$ cat src/rtl/lite_uart_pkg.sv
package lite_uart_pkg;
  localparam int DATA_W    = 8;
  localparam int OVS       = 8;               // ticks per serial bit
  localparam int SUB_W     = $clog2(OVS);
  localparam int MID_TICK  = OVS / 2 - 1;     // 4th tick of a bit
  localparam int IDX_W     = $clog2(DATA_W + 2);

  typedef struct packed {
    logic txLoad;     // move queue head into the shifter
    logic txAdvance;  // shift out the next bit
    logic rxSample;   // capture one data bit
    logic rxDeliver;  // character complete at mid stop bit
  } uart_strobe_t;
endpackage

$ cat src/rtl/lite_uart_fifo.sv
module lite_uart_fifo #(
  parameter int W     = 8,
  parameter int DEPTH = 8
) (
  input  logic         clk,
  input  logic         rstN,
  input  logic         push,
  input  logic         pop,
  input  logic [W-1:0] wrData,
  output logic [W-1:0] rdData,
  output logic         empty,
  output logic         full
);
  localparam int AW = (DEPTH > 1) ? $clog2(DEPTH) : 1;
  localparam int CW = $clog2(DEPTH + 1);

  logic [W-1:0]  mem [DEPTH];
  logic [AW-1:0] wrPtr, rdPtr;
  logic [CW-1:0] count;

  function automatic logic [AW-1:0] nextPtr(input logic [AW-1:0] p);
    return (p == AW'(DEPTH - 1)) ? '0 : p + 1'b1;
  endfunction

  always_ff @(posedge clk) begin
    if (push) mem[wrPtr] <= wrData;
  end

  always_ff @(posedge clk or negedge rstN) begin
    if (!rstN) begin
      wrPtr <= '0;
      rdPtr <= '0;
      count <= '0;
    end else begin
      if (push) wrPtr <= nextPtr(wrPtr);
      if (pop)  rdPtr <= nextPtr(rdPtr);
      case ({push, pop})
        2'b10:   count <= count + 1'b1;
        2'b01:   count <= count - 1'b1;
        default: count <= count;
      endcase
    end
  end

  assign rdData = mem[rdPtr];
  assign empty  = (count == '0);
  assign full   = (count == CW'(DEPTH));

  AST_NO_OVERFLOW: assert property (@(posedge clk) disable iff (!rstN)
    (push && !pop) |=> (count == $past(count) + 1'b1));

  AST_POP_NONEMPTY: assert property (@(posedge clk) disable iff (!rstN)
    (pop && !push) |=> (count == $past(count) - 1'b1));
endmodule

$ cat src/rtl/lite_uart_ctrl.sv
module lite_uart_ctrl
  import lite_uart_pkg::*;
#(
  parameter int DIV_W = 16
) (
  input  logic             clk,
  input  logic             rstN,
  input  logic             rxEn,
  input  logic             txEn,
  input  logic             wordLen8,
  input  logic [DIV_W-1:0] divisor,
  input  logic             txEmpty,
  input  logic             rxBit,
  output uart_strobe_t     st,
  output logic             txBusy
);
  logic [DIV_W-1:0] divCnt, reloadVal;
  logic             tick;
  logic [SUB_W-1:0] txSub, rxSub;
  logic [IDX_W-1:0] txIdx, rxIdx, stopIdx;
  logic             rxBusy, midTick;

  assign reloadVal = (divisor == '0) ? '0 : divisor - 1'b1;
  assign tick      = (divCnt == '0);
  assign stopIdx   = wordLen8 ? IDX_W'(DATA_W + 1) : IDX_W'(DATA_W);
  assign midTick   = rxBusy && tick && (rxSub == SUB_W'(MID_TICK));

  always_comb begin
    st.txLoad    = !txBusy && txEn && !txEmpty;
    st.txAdvance = txBusy && tick && (txSub == SUB_W'(OVS - 1));
    st.rxSample  = midTick && (rxIdx != '0) && (rxIdx != stopIdx);
    st.rxDeliver = midTick && (rxIdx == stopIdx);
  end

  always_ff @(posedge clk or negedge rstN) begin
    if (!rstN) begin
      divCnt <= '0;
      txBusy <= 1'b0;
      txSub  <= '0;
      txIdx  <= '0;
      rxBusy <= 1'b0;
      rxSub  <= '0;
      rxIdx  <= '0;
    end else begin
      divCnt <= tick ? reloadVal : divCnt - 1'b1;

      if (st.txLoad) begin
        txBusy <= 1'b1;
        txSub  <= '0;
        txIdx  <= '0;
      end else if (txBusy && tick) begin
        txSub <= txSub + 1'b1;
        if (txSub == SUB_W'(OVS - 1)) begin
          txIdx <= txIdx + 1'b1;
          if (txIdx == stopIdx) txBusy <= 1'b0;
        end
      end

      if (!rxEn) begin
        rxBusy <= 1'b0;
      end else if (!rxBusy) begin
        if (!rxBit) begin
          rxBusy <= 1'b1;
          rxSub  <= '0;
          rxIdx  <= '0;
        end
      end else if (tick) begin
        rxSub <= rxSub + 1'b1;
        if (rxSub == SUB_W'(OVS - 1)) rxIdx <= rxIdx + 1'b1;
        if (midTick && (((rxIdx == '0) && rxBit) || (rxIdx == stopIdx)))
          rxBusy <= 1'b0;
      end
    end
  end

  AST_TX_NEEDS_ENABLE: assert property (@(posedge clk) disable iff (!rstN)
    $rose(txBusy) |-> $past(txEn));

  AST_GLITCH_REJECT: assert property (@(posedge clk) disable iff (!rstN)
    (midTick && (rxIdx == '0) && rxBit) |=> !rxBusy);

  AST_RX_DISABLED_IDLE: assert property (@(posedge clk) disable iff (!rstN)
    !rxEn |=> !rxBusy);
endmodule

$ cat src/rtl/lite_uart_datapath.sv
module lite_uart_datapath
  import lite_uart_pkg::*;
#(
  parameter int FIFO_DEPTH = 8
) (
  input  logic              clk,
  input  logic              rstN,
  input  uart_strobe_t      st,
  input  logic              txBusy,
  input  logic              wordLen8,
  input  logic              breakReq,
  input  logic [DATA_W-1:0] txData,
  input  logic              txPush,
  input  logic              rxPop,
  input  logic              statusRead,
  input  logic              rxLine,
  output logic              rxBit,
  output logic              txEmpty,
  output logic              txLine,
  output logic              txCanAccept,
  output logic              txIdle,
  output logic [DATA_W-1:0] rxData,
  output logic              rxAvail,
  output logic              overrun
);
  localparam int FRAME_W = DATA_W + 2;

  logic [DATA_W-1:0]  txHead, rxShift, rxChar;
  logic [FRAME_W-1:0] txShift;
  logic               txFull, rxEmpty, rxFull;
  logic               syncA, syncB;

  lite_uart_fifo #(.W(DATA_W), .DEPTH(FIFO_DEPTH)) i_txq (
    .clk, .rstN,
    .push(txPush && !txFull), .pop(st.txLoad),
    .wrData(txData), .rdData(txHead), .empty(txEmpty), .full(txFull));

  lite_uart_fifo #(.W(DATA_W), .DEPTH(FIFO_DEPTH)) i_rxq (
    .clk, .rstN,
    .push(st.rxDeliver && !rxFull), .pop(rxPop && !rxEmpty),
    .wrData(rxChar), .rdData(rxData), .empty(rxEmpty), .full(rxFull));

  assign rxChar = wordLen8 ? rxShift : {1'b0, rxShift[DATA_W-1:1]};
  assign rxBit  = syncB;

  always_ff @(posedge clk or negedge rstN) begin
    if (!rstN) begin
      syncA   <= 1'b1;
      syncB   <= 1'b1;
      txShift <= '1;
      rxShift <= '0;
      overrun <= 1'b0;
    end else begin
      syncA <= rxLine;
      syncB <= syncA;
      if (st.txLoad)
        txShift <= wordLen8 ? {1'b1, txHead, 1'b0}
                            : {2'b11, txHead[DATA_W-2:0], 1'b0};
      else if (st.txAdvance)
        txShift <= {1'b1, txShift[FRAME_W-1:1]};
      if (st.rxSample) rxShift <= {syncB, rxShift[DATA_W-1:1]};
      if (st.rxDeliver && rxFull) overrun <= 1'b1;
      else if (statusRead)        overrun <= 1'b0;
    end
  end

  assign txLine      = breakReq ? 1'b0 : (txBusy ? txShift[0] : 1'b1);
  assign txCanAccept = !txFull;
  assign txIdle      = txEmpty && !txBusy;
  assign rxAvail     = !rxEmpty;

  AST_TX_HOLD_BIT: assert property (@(posedge clk) disable iff (!rstN)
    (txBusy && !st.txAdvance && !st.txLoad) |=> (txShift == $past(txShift)));

  AST_OVERRUN_STICKY: assert property (@(posedge clk) disable iff (!rstN)
    (overrun && !statusRead) |=> overrun);

  AST_FULL_DROP: assert property (@(posedge clk) disable iff (!rstN)
    (st.rxDeliver && rxFull && !rxPop) |=> (rxFull && overrun));
endmodule

$ cat src/rtl/lite_uart_core.sv
module lite_uart_core
  import lite_uart_pkg::*;
#(
  parameter int DIV_W      = 16,
  parameter int FIFO_DEPTH = 8
) (
  input  logic              clk,
  input  logic              rstN,
  input  logic              rxEn,
  input  logic              txEn,
  input  logic              wordLen8,
  input  logic              breakReq,
  input  logic [DIV_W-1:0]  divisor,
  input  logic [DATA_W-1:0] txData,
  input  logic              txPush,
  input  logic              rxPop,
  input  logic              statusRead,
  input  logic              rxLine,
  output logic              txLine,
  output logic [DATA_W-1:0] rxData,
  output logic              rxAvail,
  output logic              overrun,
  output logic              txCanAccept,
  output logic              txIdle
);
  uart_strobe_t st;
  logic         txBusy, txEmpty, rxBit;

  lite_uart_ctrl #(.DIV_W(DIV_W)) i_ctrl (
    .clk, .rstN, .rxEn, .txEn, .wordLen8, .divisor,
    .txEmpty, .rxBit, .st, .txBusy);

  lite_uart_datapath #(.FIFO_DEPTH(FIFO_DEPTH)) i_dp (
    .clk, .rstN, .st, .txBusy, .wordLen8, .breakReq, .txData, .txPush,
    .rxPop, .statusRead, .rxLine, .rxBit, .txEmpty, .txLine, .txCanAccept,
    .txIdle, .rxData, .rxAvail, .overrun);
endmodule

$ cat config.mk
export PLATFORM = sky130hd
export DESIGN_NAME = lite_uart_core
export DESIGN_NICKNAME = d
export VERILOG_FILES = /design/src/rtl/lite_uart_pkg.sv /design/src/rtl/lite_uart_fifo.sv /design/src/rtl/lite_uart_ctrl.sv /design/src/rtl/lite_uart_datapath.sv /design/src/rtl/lite_uart_core.sv
export SDC_FILE = /design/constraint.sdc
export NUM_CORES = 1
export LEC_CHECK = 0
export ABC_CLOCK_PERIOD_IN_PS = 7000
export BUFFER_PORTS_ARGS = -buffer_cell sky130_fd_sc_hd__buf_2
export CAP_MARGIN = 0
export CORE_ASPECT_RATIO = 0.8
export CORE_MARGIN = 5
export CORE_UTILIZATION = 60
export DETAILED_ROUTE_END_ITERATION = 8
export GPL_TIMING_DRIVEN = 0
export PLACE_DENSITY_LB_ADDON = 0.15
export SLEW_MARGIN = 10
export SYNTH_ARGS = -nofsm -noshare
export SYNTH_HDL_FRONTEND = slang
export SYNTH_SLANG_ARGS = --single-unit
$ cat constraint.sdc
create_clock -name clk -period 7 [get_ports clk]
set_clock_uncertainty 0.1 [all_clocks]
set_input_delay 0.7 -clock clk [delete_from_list [all_inputs] [get_ports clk]]
set_output_delay 0.7 -clock clk [all_outputs]
set_load 0.005 [all_outputs]
# [Yosys cells after proc, flatten, opt, wreduce, memory -nomap -nowiden]
# Memory sizes are Yosys's and may differ from the RTL's.
# Cells that the tools add are included.
[word_totals] word_cells=134 mem_count=2 ram_bits=128 register_bits=73
[memory_table] name="i_dp.i_rxq.mem" words=8 width=8 rd=1 rd_ports_with_merged_regs=0 wr=1 line_no="lite_uart_fifo.sv:17" rtl="logic [W-1:0] mem [DEPTH];"
[memory_table] name="i_dp.i_txq.mem" words=8 width=8 rd=1 rd_ports_with_merged_regs=0 wr=1 line_no="lite_uart_fifo.sv:17"
[op_classes] reduce_logical=39 eq_ne=19 addsub=14 mux=42
[ops] op="$logic_not 16->1" count=2
[ops] op="$mux 16" count=2
[ops] op="$sub 16x1->16 const B" count=2
[ops] op="$mux 4" count=7
[ops] op="$mux 3" count=9
[ops] op="$mux 10" count=2
[ops] op="$add 3x1->3 const B" count=6
[ops] op="$eq 3x3->1 const B" count=6
[ops] op="$mux 1" count=18
[ops] op="$add 4x1->4 const B" count=4
[ops] op="$logic_and 1x1->1" count=16
[ops] op="$pmux 4 s2" count=2
[ops] op="$reduce_bool 2->1" count=7
[ops] op="$logic_not 4->1" count=3
[ops] op="$mux 9" count=1
[ops] op="$eq 4x4->1" count=2
[ops] op="$eq 4x4->1 const B" count=2
[ops] op="$mux 8" count=1
[ops] op="$sub 4x1->4 const B" count=2
[ops] op="$reduce_and 3->1" count=2
[ops] op="$logic_not 1->1" count=5
[ops] op="$eq 2x1->1 const B" count=2
[ops] op="$eq 2x2->1 const B" count=2
[ops] op="$ne 2x2->1 const B" count=2
[ops] op="7 further kinds" count=7

# [Longest topological paths before layout]
# Gate-level depths: netlist (run 1).
[depth] depth_word=8 depth_mapped=14

# [Cells and area by module]
# A second synthesis (run 1) with hierarchy kept.
[hier_totals] hier_cells=616 hier_area_um2=9237.6
[modules_own_cells] mod="lite_uart_fifo at i_dp.i_txq" instances=1 seq_area_each_um2=2172.1 area_per_inst_um2=3083.0 cells_per_inst=153
[modules_own_cells] mod="lite_uart_fifo at i_dp.i_rxq" instances=1 seq_area_each_um2=2172.1 area_per_inst_um2=3069.2 cells_per_inst=149
[modules_own_cells] mod="lite_uart_ctrl" instances=1 seq_area_each_um2=800.8 area_per_inst_um2=2129.5 cells_per_inst=238
[modules_own_cells] mod="lite_uart_datapath" instances=1 seq_area_each_um2=514.2 area_per_inst_um2=955.9 cells_per_inst=76

# [Worst setup path before layout (run 1)]
# OpenSTA, ideal clock, no wires.
[synth_path] path_type="reg2reg" from="register i_ctrl.divCnt[0]" to="memory i_dp.i_rxq.mem[4][0] (enable)" setup_ps=398 path_buffers=2 arrival_ps=2793 path_slack_ps=3709 period_less_slack_ps=3291 stages_incl_launch_ff=9 path_cell_list="dfrtp_1 inv_1 ha_1 or4b_1 nor3b_1 buf_2 nand4_1 clkbuf_1 nor4b_1"
[synth_between] elab_chain_len=7
[synth_rtl] element="from (decl)" line_no="lite_uart_ctrl.sv:17" rtl="logic [DIV_W-1:0] divCnt, reloadVal;"
[synth_rtl] element="from (signal assigned)" line_no="lite_uart_ctrl.sv:45" rtl="divCnt <= tick ? reloadVal : divCnt - 1'b1;"
[synth_rtl] element="$logic_not 16->1" line_no="lite_uart_ctrl.sv:24" rtl="assign tick = (divCnt == '0);"
[synth_rtl] element="$logic_and 1x1->1 (2 in series)" line_no="lite_uart_ctrl.sv:26" rtl="assign midTick = rxBusy && tick && (rxSub == SUB_W'(MID_TICK));"
[synth_rtl] element="$logic_and 1x1->1" line_no="lite_uart_ctrl.sv:32" rtl="st.rxDeliver = midTick && (rxIdx == stopIdx);"
[synth_rtl] element="$logic_and 1x1->1" line_no="lite_uart_datapath.sv:40" rtl=".push(st.rxDeliver && !rxFull), .pop(rxPop && !rxEmpty),"
[synth_rtl] element="$mux 1" line_no="lite_uart_fifo.sv:26" rtl="if (push) mem[wrPtr] <= wrData;"
[synth_rtl] element="$mux 1 (not written as such)" line_no="lite_uart_fifo.sv:26"
[synth_rtl] element="to (decl)" line_no="lite_uart_fifo.sv:17"
# No other way between the ends.

# [Final worst setup path (run 1)]
[layout_path] from="register i_ctrl.divCnt[0]" to="register i_dp.i_rxq.count[3]"
[layout_between] elab_chain_len=7 word_cells_on_any_way=9 cone_classes="2 x eq/ne; 1 x mux; 6 x reduce/logical"
[layout_rtl] element="$logic_not 16->1 *" line_no="lite_uart_ctrl.sv:24"
[layout_rtl] element="$logic_and 1x1->1 * (2 in series)" line_no="lite_uart_ctrl.sv:26"
[layout_rtl] element="$logic_and 1x1->1 *" line_no="lite_uart_ctrl.sv:32"
[layout_rtl] element="$logic_and 1x1->1 *" line_no="lite_uart_datapath.sv:40"
[layout_rtl] element="$eq 2x1->1 or $eq 2x2->1 (tied branches)" line_no="lite_uart_fifo.sv:37" rtl="case ({push, pop})"
[layout_rtl] element="$pmux 4 s2 or $reduce_bool 2->1 (tied branches)"
[layout_rtl] element="to (signal assigned)" line_no="lite_uart_fifo.sv:38" rtl="2'b10: count <= count + 1'b1;"
[layout_rtl] element="to (signal assigned)" line_no="lite_uart_fifo.sv:39" rtl="2'b01: count <= count - 1'b1;"
[layout_rtl] element="to (signal assigned)" line_no="lite_uart_fifo.sv:40" rtl="default: count <= count;"
[layout_rtl] element="to (decl)" line_no="lite_uart_fifo.sv:19" rtl="logic [CW-1:0] count;"
# Mark *: on every way between the ends. The rest lies on a longest branch, timed or not.
# A chain may end at the register's enable or synchronous reset.

==> results of run 1 <==
==> critical path: stages, from the launching register on <==
cell and delay (ns):
dfrtp_1 0.42, inv_1 0.11, ha_1 0.14, or4b_1 0.46
nor3b_1 0.27, buf_2 0.29, nand4_1 0.15, clkbuf_1 0.28
ha_1 0.31, ha_1 0.28, a21o_1 0.17, a21oi_1 0.17
xnor2_1 0.14, nor2_1 0.07, xor2_1 0.15
==> per-layer routing <==
layer | GRT usage | part of all wire | vias to the layer above
met3 | 0.0407 | 0.032 | 17
li1 | - | - | 2457
met2 | 0.335 | 0.48 | 88
met1 | 0.295 | 0.48 | 2598
met5 | 0 | 0 | -
met4 | 0.0552 | 0.011 | 0
==> through the flow <==
step                      area [um2]  total power, mW  setup WS [ns]  instances
final                          10200             3.10           3.36        874
after global routing           10200             3.26           3.08        874
after CTS                      10200             3.13           3.29        874
after detailed placement        9590             2.20           3.38        841
after global placement          9440             2.14           2.64        834
after floorplan                 8970             1.99           3.71        599
==> worst max-delay path by stage <==
| stage | start | to | slack, ns |
|---|---|---|---|
| finish | i_ctrl.divCnt[0] | i_dp.i_rxq.count[3] | 3.36 |
| global route | i_ctrl.divCnt[0] | i_dp.i_rxq.count[3] | 3.08 |
| floorplan | i_ctrl.divCnt[0] | i_dp.i_rxq.mem[4][0] | 3.71 |
| CTS | i_dp.i_rxq.rdPtr[0] | rxData[4] | 3.29 |
| global placement | i_ctrl.divCnt[0] | i_dp.i_rxq.mem[4][1] | 2.64 |
| detailed placement | i_ctrl.divCnt[0] | i_dp.i_rxq.count[3] | 3.38 |
==> state kept, by name, summed over array words and instances (netlist names), 4 cells and up <==
register and cells:
i_ctrl.txIdx 4, i_dp.i_txq.count 4, i_dp.rxShift 8, i_dp.txShift 9, i_dp.i_rxq.mem 64, i_ctrl.rxIdx 4, i_ctrl.divCnt 16, i_dp.i_txq.mem 64
i_dp.i_rxq.count 4
==> layout by cell type (no fill, tap or decap), types with 5 or more instances in the layout <==
cell        synthesis  layout
o22ai_1            14      14
clkbuf_16           0      17
a211oi_1            7       7
mux4_2             32      32
o21ai_0            10      10
or4_1               6       6
ha_1               25      25
edfxtp_1          128     128
a21o_1              5       5
buf_2               8      53
nor2b_1             8       8
nor4_1              8       6
inv_1              19      19
a21oi_1            11      11
nor2_1             26      26
clkinvlp_4          0       5
mux2i_1            19      19
nand4_1             5       5
nand2_1            37      37
nor3_1             17      13
xor2_1             17      17
clkbuf_1           13      14
dfrtp_1            61      61
nand3_1            10      10
xnor2_1            18      18
buf_4               0       7
dfstp_2            11      11
mux2_2             28      28
==> cells in the mapped netlist, types with 10 or more instances <==
master    instances  share of area
edfxtp_1        128           0.43
dfrtp_1          61           0.17
nand2_1          37          0.015
mux4_2           32          0.080
mux2_2           28          0.035
nor2_1           26          0.011
ha_1             25          0.035
inv_1            19         0.0080
mux2i_1          19          0.021
xnor2_1          18          0.018
nor3_1           17         0.0095
xor2_1           17          0.017
o22ai_1          14         0.0098
clkbuf_1         13         0.0054
a21oi_1          11         0.0061
dfstp_2          11          0.032
nand3_1          10         0.0056
o21ai_0          10         0.0056
==> power groups by stage <==
stage / Combinational [mW] / Sequential (mW) / Clock, mW
after global routing: 0.731 / 1.53 / 1.00
after detailed placement: 0.663 / 1.54 / 0
after floorplan: 0.487 / 1.50 / 0
after CTS: 0.666 / 1.51 / 0.949
after global placement: 0.621 / 1.52 / 0
final: 0.653 / 1.51 / 0.934
==> cells by family (layout without fill, tap and decap cells) <==
group           count (synthesis)  after routing  share of synthesized area
xor+xnor                       35             35                     0.0342
simple gates                  149            149                     0.0903
compound gates                 66             66                     0.0494
fa+ha+maj                      27             27                     0.0393
buf+inv                        43            129                     0.0191
mux                            79             79                      0.137
flops                         200            200                      0.631
==> cell type report <==
type / count / area, um2 / share of cell area
sequential: 200 / 5660 / 0.557
multi-input combinational: 356 / 3220 / 0.316
clock buffer: 19 / 443 / 0.0436
timing repair buffer: 54 / 315 / 0.0310
tap: 189 / 236 / 0.0233
clock inverter: 13 / 124 / 0.0122
buffer: 23 / 96.3 / 0.00948
inverter: 20 / 75.1 / 0.00739
==> run summary, run 1 <==
After clock tree synthesis, the clock-pin slew on the worst setup and hold paths is 0.07 ns. The core outline area came out at 14,900 um2. Counting flops and latches in the post-synthesis netlist gives 200. Summed over all layers, the routed wires come to 16,900 um. The number of I/O pins was 47; the standard-cell row count was 40.

At the end of routability-driven placement, the weighted congestion stood at 0.843. The tree is rooted in a clkbuf_16. The clock passes through at most 2 buffers. The worst-case IR drop observed on VDD is 0.214 mV. The run finished with clean final reports.

The count of buffers from port buffering is 46. STA classifies the critical path startpoint as a register. The routed layout has 5,160 vias.

The hold violation count in the final report was 0; the synthesis-to-finish area growth was 13.3%. The clock share of power is 0.301, and the antenna cell count is 0. TritonCTS created 17 clock buffers. The tools report the switching power total as 0.878 mW.

The die covers 17,500 um2. Yosys warning count: 0. Dividing the detail-routed wire length by the instance count gives 19.3 um. The tools report the category of the worst setup path capture point as a register. The leakage power of the design was 3.60 nW; the maximum achievable frequency was 275 MHz. The number of nets in the final layout came out at 733. Across the run, the number of max-cap violations was 0. The average vias per placed instance was 5.90.

The sink of the worst hold path was i_dp.syncA. The synthesized design contains 128 enable-type register cells. Counting I/O delays and the setup requirement, the final critical path takes 3.64 ns. The tightest hold path in the finished design has a slack of 0.259 ns. Synthesis handed over a netlist of 599 instances. In this run, the number of DRC markers left after iteration 0 of detailed routing was 388. For the via count of the first global-routing pass, the log shows 5,352.

The final cycle utilization of the critical path is 0.520. Entering global routing, the biggest net connects 64 pins. The tools report the final-report setup violation count as 0. The share of the yosys chip area belonging to registers is 0.631.

At the worst endpoint, the required time is 7.21 ns. The first detailed-routing pass took 5 iterations. In this run the worst hold path is classified as in -> reg. The type of the setup path with the least slack was reg -> reg. Along the worst path, the maximum fanout reaches 10. The overall fraction of global-route tracks in use is 0.208, and the fill cell total of the finished layout is 998.

Summed over all layers, the global routing overflow is 0. The clock drives 200 sinks. Source of the worst register-to-register timing path: i_ctrl.divCnt[0]. The post-CTS repair timing setup buffer count is 0, and the worst relative slew slack is 0.338. Measured along the x axis, the die boundary spans 147 um. For the pin with the worst max-slew slack, the measured transition is 0.989 ns.

The logs give 0.684 for the post-route core utilization and 0 for the total of cells resized after clock tree synthesis. The internal power of the cells totals 2.22 mW. The effective utilization at floorplan is 0.603, and the share of flip-flops with an asynchronous set or reset is 0.360. The average cell area after synthesis works out to 15.0 um2. Measured in cells, the most critical reg-to-reg path has a length of 14. The run gives 0 as the number of pins exceeding their max-slew limit in the final report.

For the setup TNS, the log shows 0 ns. Wire length of the first global-routing pass: 28,400 um. The cell area after synthesis was 8970 um2. The primary flip-flop cell chosen by synthesis mapping is edfxtp_1. The sequential cell fraction of total power is 0.488. After detailed routing, the number of remaining DRC violations is 0. The H-tree depth reported by CTS was 4. Counting distinct cell types in the post-synthesis netlist gives 55. After legalization and detailed placement, the total HPWL measured 11,700 um. The cell depth of the worst min-delay path is 1. The tools report the source of the worst hold timing path as rxLine. The final antenna-violating net count was 0; the data arrival time of the critical path was 3.85 ns. Power spread over the standard cell area amounts to 305 nW/um2.

Clock latency on the worst-skew pair, taken at its later pin, is 0.43 ns. The share of total power consumed by net switching was 0.283; the hold-fix buffer count after cts was 1. The vertical extent of the die came out at 119 um. Setup repair after global routing left no endpoint under its margin. For flop-to-flop paths, the worst setup slack is 3.36 ns.

Synthesis produced a netlist with a net count of 660. The worst register-to-register path ends at i_dp.i_rxq.count[3]. The number of antenna violations at the first check in global routing is 0. The fraction of layout instances using a drive strength above 1 works out to 0.269. TritonCTS built the clock tree. The run gives 0.210 as the relative contribution of combinational cells to total power.
Note: power is estimated with default switching activity, not from simulation.
==> run 2: changes to the inputs <==
Settings changed: ABC_CLOCK_PERIOD_IN_PS 7000 to 3800.
Clock period 7 ns to 3.8 ns, I/O delays scaled along.
==> run 2 against run 1 <==
Effect of this change: core utilization grew 0.093 points; register-to-register slack lost 3.1 ns; fmax grew 2.8%; worst setup slack lost 3.1 ns; global-route usage is essentially flat; non-clock buffer count grew 1; routed wire length grew 0.12%; final cell count grew 0.11%; clock-buffer cell count is the same; hold slack lost 0.22 ns; total power grew 84%.
==> run summary, run 2 (synthesized netlist as in run 1, its figures left out) <==
For the clock network latency to the later pin of the worst-skew pair, the log shows 0.43 ns (about the same). The run gives 0 (unchanged) as the number of pins exceeding their max-slew limit in the final report. The run finished with clean final reports.

Core outline area: 14,900 um2 (unchanged). The final cycle utilization of the critical path was 0.931 (was 0.520). The number of antenna violations at the first check in global routing was 0 (unchanged). The most common library cell in the layout ignoring fill and taps is edfxtp_1 (unchanged). Number of iterations in the first detailed-routing pass: 7 (was 5).

TritonCTS built the clock tree. The final-report setup violation count came out at 0 (unchanged). The source of the worst register-to-register timing path was i_ctrl.divCnt[0] (unchanged).

The pin count of the biggest net entering global routing came out at 64 (unchanged). The wire length of the first global-routing pass came out at 28,400 um (about the same). For the number of max-capacitance violations reported, the log shows 0 (unchanged). For the number of buffers between clock root and the deepest sink, the log shows 2 (unchanged). The tools report the kind of start point of the critical path as a register (unchanged). For the DRC marker count from the first detailed-route iteration, the log shows 343 (was 388). The reg-to-reg setup timing slack was 0.26 ns (was 3.36 ns). The standard-cell row count was 40 (unchanged); the vertical extent of the die was 119 um (unchanged). The final antenna-violating net count is 0 (unchanged).

The peak supply drop is 0.395 mV (was 0.214 mV). The via total after detailed routing was 5,150 (was 5,160). The run gives 3.61 nW (was 3.60 nW) as the leakage power of the design. The residual DRC count is 0 (unchanged), and the clock period minus worst slack is 3.54 ns (was 3.64 ns). The worst setup path endpoint is i_dp.i_rxq.count[3] (unchanged). For the post-placement worst setup slack, the log shows 0.180 ns (was 3.38 ns).

The startpoint of the most critical setup path was i_ctrl.divCnt[0] (unchanged). The category of the worst setup path capture point was a register (unchanged). The run gives 0.843 (unchanged) as the global placer's final weighted congestion. The synthesis-to-finish area growth was 13.5% (was 13.3%).

The root cell of the clock tree was clkbuf_16 (unchanged). The areal power density over the cells was 562 nW/um2 (was 305 nW/um2); the die area was 17,500 um2 (unchanged). Final wirelength: 16,900 um (about the same). Required time of the critical path: 4.01 ns (was 7.21 ns).

The average wire length per cell after detail routing works out to 19.3 um (about the same). Classification of the worst-slack hold path: in -> reg (unchanged). The count of buffers from port buffering works out to 46 (unchanged). Commonest cells after routing, fill and taps aside: edfxtp_1, dfrtp_1, buf_2, nand2_1, mux4_2 (unchanged). For the effective utilization at floorplan, the log shows 0.603 (unchanged). The overall fraction of global-route tracks in use was 0.209 (was 0.208). The run gives 4 (unchanged) as the H-tree depth reported by CTS.

The post-detailed-placement half-perimeter wirelength is 11,700 um (unchanged), and the fill cell total of the finished layout is 997 (was 998). The hold violation count in the final report was 0 (unchanged); the number of cells on the worst reg-to-reg path was 14 (unchanged). The actual transition at the worst max-transition pin is 0.999 ns (was 0.989 ns), and the fraction of layout instances using a drive strength above 1 is 0.270 (was 0.269). The tools report the worst reg2reg path endpoint as i_dp.i_rxq.count[3] (unchanged).

The post-layout worst setup margin was 0.261 ns (was 3.36 ns). The clock-pin slew reported for the worst setup and hold paths after clock tree synthesis was 0.07 ns (about the same); the data arrival time of the critical path was 3.75 ns (was 3.85 ns). The number of I/O pins came out at 47 (unchanged). Top flop regs: i_dp.i_rxq.mem: 64 flops, i_dp.i_txq.mem: 64 flops, i_ctrl.divCnt: 16 flops (unchanged). Setup repair after global routing left no endpoint under its margin.

The run gives 0.685 (was 0.684) as the post-route core utilization. The tools report the via count of the first global-routing pass as 5,362 (was 5,352). The run gives 0 (unchanged) as the antenna cell count. The logs give 0 (unchanged) for the global route total overflow and 200 (unchanged) for the number of clock sinks. The chip width came out at 147 um (unchanged). The worst relative slew slack was 0.331 (was 0.338); the number of nets in the final layout was 734 (was 733).

The tools report the setup TNS as 0 ns (unchanged). The post-CTS repair timing setup buffer count came out at 0 (unchanged). The type of the setup path with the least slack is reg -> reg (unchanged).

The maximum achievable frequency came out at 283 MHz (was 275 MHz). The run gives 17 (unchanged) as the number of buffers created by CTS. The maximum net fanout on the critical path is 10 (unchanged). Average vias per placed instance: 5.89 (was 5.90).
run 2: stage by stage:
stage	std cells	power, mW	instance area [um2]	hold WS [ns]
floorplan	599	3.66	8970	-0.0156
global placement	834	3.95	9440	0.246
detailed placement	841	4.05	9590	0.128
CTS	875	5.77	10200	0.0247
global route	875	6.01	10200	0.0220
finish	875	5.72	10200	0.0381
run 2: critical path: stages (launching register included):
cell	delay, ns
dfrtp_1	0.42
inv_1	0.11
ha_1	0.14
or4b_1	0.46
nor3b_1	0.28
clkbuf_4	0.27
nand4_1	0.13
clkbuf_2	0.25
ha_1	0.27
ha_1	0.28
a21o_1	0.17
a21oi_1	0.17
xnor2_1	0.14
nor2_1	0.07
xor2_1	0.15
run 2: worst min path at each step:
stage                           from               end  slack (ns)  depth (start not counted)
after floorplan                 rstN  i_ctrl.divCnt[0]       -0.02                          0
final                     statusRead      i_dp.overrun        0.04                          2
after detailed placement        rstN  i_ctrl.divCnt[0]        0.13                          1
after global placement    i_dp.syncA        i_dp.rxBit        0.25                          0
after CTS                 statusRead      i_dp.overrun        0.02                          2
after global routing      statusRead      i_dp.overrun        0.02                          2
run 2: layout make-up:
type / count / area [um2] / share of cell area
plain buffers: 23 / 100 / 0.00983
clock buffers: 19 / 443 / 0.0435
clock inverters: 13 / 124 / 0.0122
inverters: 20 / 75.1 / 0.00738
multi-input cells: 356 / 3220 / 0.316
flip-flops and latches: 200 / 5660 / 0.556
well taps: 189 / 236 / 0.0232
repair buffers: 55 / 325 / 0.0320
run 2: power breakdown:
part	internal (mW)	total, mW	switching, mW
combinational	0.570	1.20	0.632
clock	0.928	1.72	0.796
sequential	2.60	2.79	0.192
total	4.10	5.72	1.62
run 2: what timing repair did:
| item | CTS | global route |
|---|---|---|
| gates resized for setup | 0 | 3 |
| endpoints found under the hold margin | 62 | 0 |
| endpoints found under the setup margin | 0 | 5 |
| hold buffers | 2 | 0 |
run 2: routing by layer:
layer	wire length, um	track usage	vias to the layer above
li1	-	-	2453
met1	8030	0.295	2590
met2	8130	0.336	91
met3	589	0.0407	16
met4	162	0.0552	0
met5	0	0	-
==> run 3: changes to the inputs <==
Settings changed: PLACE_DENSITY set to 0.78, PLACE_DENSITY_LB_ADDON 0.15 to not set.
==> run 3 against run 2 <==
Effect of this change: hold slack better by 0.0048 ns; sequential share of layout area is 0.12 points lower; sequential cell count stayed put; highest routed layer unchanged; final cell count stayed put; critical endpoint unchanged; critical path depth stayed put; fmax is 0.93% lower; largest cell class unchanged; clock power is 5% higher; non-clock buffer count stayed put; global-route usage is 0.24 points lower; clock-buffer cell count is 2 lower; total power is 1.2% higher.
==> run summary, run 3 (synthesized netlist as in run 1, its figures left out) <==
The flow ran to the end, and the final reports show no timing, DRC or antenna violations. The peak supply drop is 0.556 mV (was 0.395 mV). The areal power density over the cells works out to 567 nW/um2 (was 562 nW/um2). The source of the worst hold timing path is statusRead (unchanged).

The final wirelength is 16,900 um (about the same). Via count of the first global-routing pass: 5,432 (was 5,362). Count of buffers from port buffering: 46 (unchanged).

The required time of the critical path was 4.01 ns (about the same). Most common library cell in the layout ignoring fill and taps: edfxtp_1 (unchanged). TritonCTS built the clock tree. The logs give 14,900 um2 (unchanged) for the core outline area and 0 (unchanged) for the hold violation count in the final report. The tools report the number of iterations in the first detailed-routing pass as 5 (was 7). The top routing layer in use was met4 (unchanged).

Commonest cells after routing, fill and taps aside: edfxtp_1, dfrtp_1, buf_2, nand2_1, mux4_2 (unchanged). The actual transition at the worst max-transition pin was 0.996 ns (was 0.999 ns). The sequential cell fraction of total power was 0.482 (was 0.488). The relative contribution of combinational cells to total power is 0.206 (was 0.210).

The synthesis-to-finish area growth was 13.7% (was 13.5%); the fraction of layout instances using a drive strength above 1 was 0.270 (unchanged). The footprint of the multi-input gates was 3220 um2 (unchanged). The global placer's final weighted congestion was 0.808 (was 0.843); the number of cells on the worst reg-to-reg path was 14 (unchanged). The internal power consumption was 4.15 mW (was 4.10 mW). The setup TNS is 0 ns (unchanged). Type of the setup path with the least slack: reg -> reg (unchanged). The logs give 0 (unchanged) for the number of pins exceeding their max-slew limit in the final report and 0.0429 ns (was 0.0381 ns) for the worst hold margin. The logs give 5,212 (was 5,150) for the via total after detailed routing and 28,200 um (was 28,400 um) for the wire length of the first global-routing pass. The tools report the H-tree depth reported by CTS as 4 (unchanged).

Setup repair after global routing left no endpoint under its margin. The number of antenna violations at the first check in global routing was 0 (unchanged). The tools report the DRC marker count from the first detailed-route iteration as 348 (was 343).

The reg-to-reg setup timing slack was 0.23 ns (was 0.26 ns). The standard-cell row count is 40 (unchanged). The share of total power consumed by net switching came out at 0.282 (was 0.283). The vertical extent of the die is 119 um (unchanged), and the post-detailed-placement half-perimeter wirelength is 11,800 um (was 11,700 um).

The number of I/O pins was 47 (unchanged); the die area was 17,500 um2 (unchanged). The category of the worst setup path capture point is a register (unchanged). The logs give 1.63 mW (was 1.62 mW) for the switching power total and 59 (was 64) for the pin count of the biggest net entering global routing. The logs give 3.78 ns (was 3.75 ns) for the data arrival time of the critical path and 8580 um (was 8130 um) for the routed length on met2. The run gives 0 (unchanged) as the final antenna-violating net count. The tools report the final-report setup violation count as 0 (unchanged). The tools report the sum of routed wire segments on met1 as 7500 um (was 8030 um). The source of the worst register-to-register timing path is i_ctrl.divCnt[0] (unchanged). The overall fraction of global-route tracks in use is 0.206 (was 0.209).

The tools report the clock network latency to the later pin of the worst-skew pair as 0.43 ns (about the same). Chip width: 147 um (unchanged). Classification of the worst-slack hold path: in -> reg (unchanged).

The antenna cell count is 0 (unchanged), and the average wire length per cell after detail routing is 19.3 um (about the same). The average vias per placed instance was 5.96 (was 5.89). The effective utilization at floorplan is 0.603 (unchanged), and the cell depth of the worst min-delay path is 2 (unchanged). The root cell of the clock tree is clkbuf_16 (unchanged).

The worst relative slew slack came out at 0.333 (was 0.331). Global route total overflow: 0 (unchanged). Top flop regs: i_dp.i_rxq.mem: 64 flops, i_dp.i_txq.mem: 64 flops, i_ctrl.divCnt: 16 flops (unchanged). For the number of buffers between clock root and the deepest sink, the log shows 2 (unchanged). The maximum net fanout on the critical path is 10 (unchanged), and the leakage power of the design is 3.63 nW (was 3.61 nW). The number of clock sinks is 200 (unchanged). The tools report the worst reg2reg path endpoint as i_dp.i_rxq.count[3] (unchanged). The logs give 972 (was 997) for the fill cell total of the finished layout and 734 (unchanged) for the number of nets in the final layout.

The logs give 645 um (was 589 um) for the detailed-routed wire length on met3 and 0.311 (was 0.301) for the clock share of power. The sink of the worst hold path is i_dp.overrun (unchanged). Clock period minus worst slack: 3.57 ns (was 3.54 ns).

The tools report the number of buffers created by CTS as 17 (unchanged). The clock-pin slew reported for the worst setup and hold paths after clock tree synthesis was 0.07 ns (about the same). Kind of start point of the critical path: a register (unchanged).

The number of max-capacitance violations reported came out at 0 (unchanged). The residual DRC count was 0 (unchanged). The maximum achievable frequency is 280 MHz (was 283 MHz), and the final cycle utilization of the critical path is 0.940 (was 0.931).

Sequential standard cell area: 5660 um2 (unchanged).
## run 3: cell count changes in the layout (fill, tap and decap cells not counted)
cell        before  now
inv_6            2    5
buf_2           52   54
buf_4            7    6
bufinv_16        1    2
clkbuf_1        13   12
clkbuf_4         1    0
clkbuf_8         1    0
clkinv_1         1    2
clkinv_4         2    1
clkinv_8         0    1
clkinvlp_2       1    0
clkinvlp_4       5    4
inv_8            1    0
## run 3: cell type report
cell class                 instances  share of cell area
inverter                          20             0.00736
timing repair buffer              55              0.0316
clock inverter                    15              0.0164
clock buffer                      17              0.0417
multi-input combinational        356               0.315
buffer                            23             0.00957
sequential                       200               0.555
tap                              189              0.0232
## run 3: stage by stage
step                cells  total power, mW  setup slack [ns]   util  area [um2]
floorplan             599             3.66             0.509      -        8970
global placement      834             3.93            -0.457  0.635        9440
detailed placement    841             4.04             0.124  0.644        9570
CTS                   875             5.82            0.0397  0.685       10200
global route          875             6.09            0.0387  0.686       10200
finish                875             5.78             0.227  0.686       10200
## run 3: critical path, stage by stage (launching register included)
cell	delay, ns
dfrtp_1	0.41
inv_1	0.12
ha_1	0.15
or4b_1	0.47
nor3b_1	0.26
buf_2	0.29
nand4_1	0.16
clkbuf_2	0.24
ha_1	0.28
ha_1	0.29
a21o_1	0.18
a21oi_1	0.16
xnor2_1	0.13
nor2_1	0.06
xor2_1	0.14
## run 3: layer usage
metal,vias up,global-route usage
met1,2647,0.282
met2,105,0.342
met5,-,0
met3,16,0.0445
met4,0,0.0505
li1,2444,-
## run 3: power groups by stage
stage                     Combinational, mW  Clock [mW]  Sequential (mW)
after floorplan                       0.896           0             2.76
after global placement                 1.13           0             2.80
after detailed placement               1.21           0             2.83
after CTS                              1.22        1.82             2.78
after global routing                   1.34        1.93             2.82
final                                  1.19        1.80             2.79
## run 3: timing repair
item	4_1_cts	5_1_grt
hold endpoints to repair	15	0
gates resized for setup	0	2
setup buffers	0	0
hold buffers	2	0
endpoints found under the setup margin	0	1
## run 3: worst max-delay path by stage
stage                     startpoint                    to  slack (ns)
CTS                 i_ctrl.divCnt[0]  i_dp.i_rxq.mem[6][0]        0.04
floorplan           i_ctrl.divCnt[0]  i_dp.i_rxq.mem[4][0]        0.51
detailed placement  i_ctrl.divCnt[0]  i_dp.i_rxq.mem[6][4]        0.12
finish              i_ctrl.divCnt[0]   i_dp.i_rxq.count[3]        0.23
global route        i_ctrl.divCnt[0]   i_dp.i_rxq.count[3]        0.04
global placement    i_ctrl.divCnt[0]  i_dp.i_rxq.mem[2][4]       -0.46
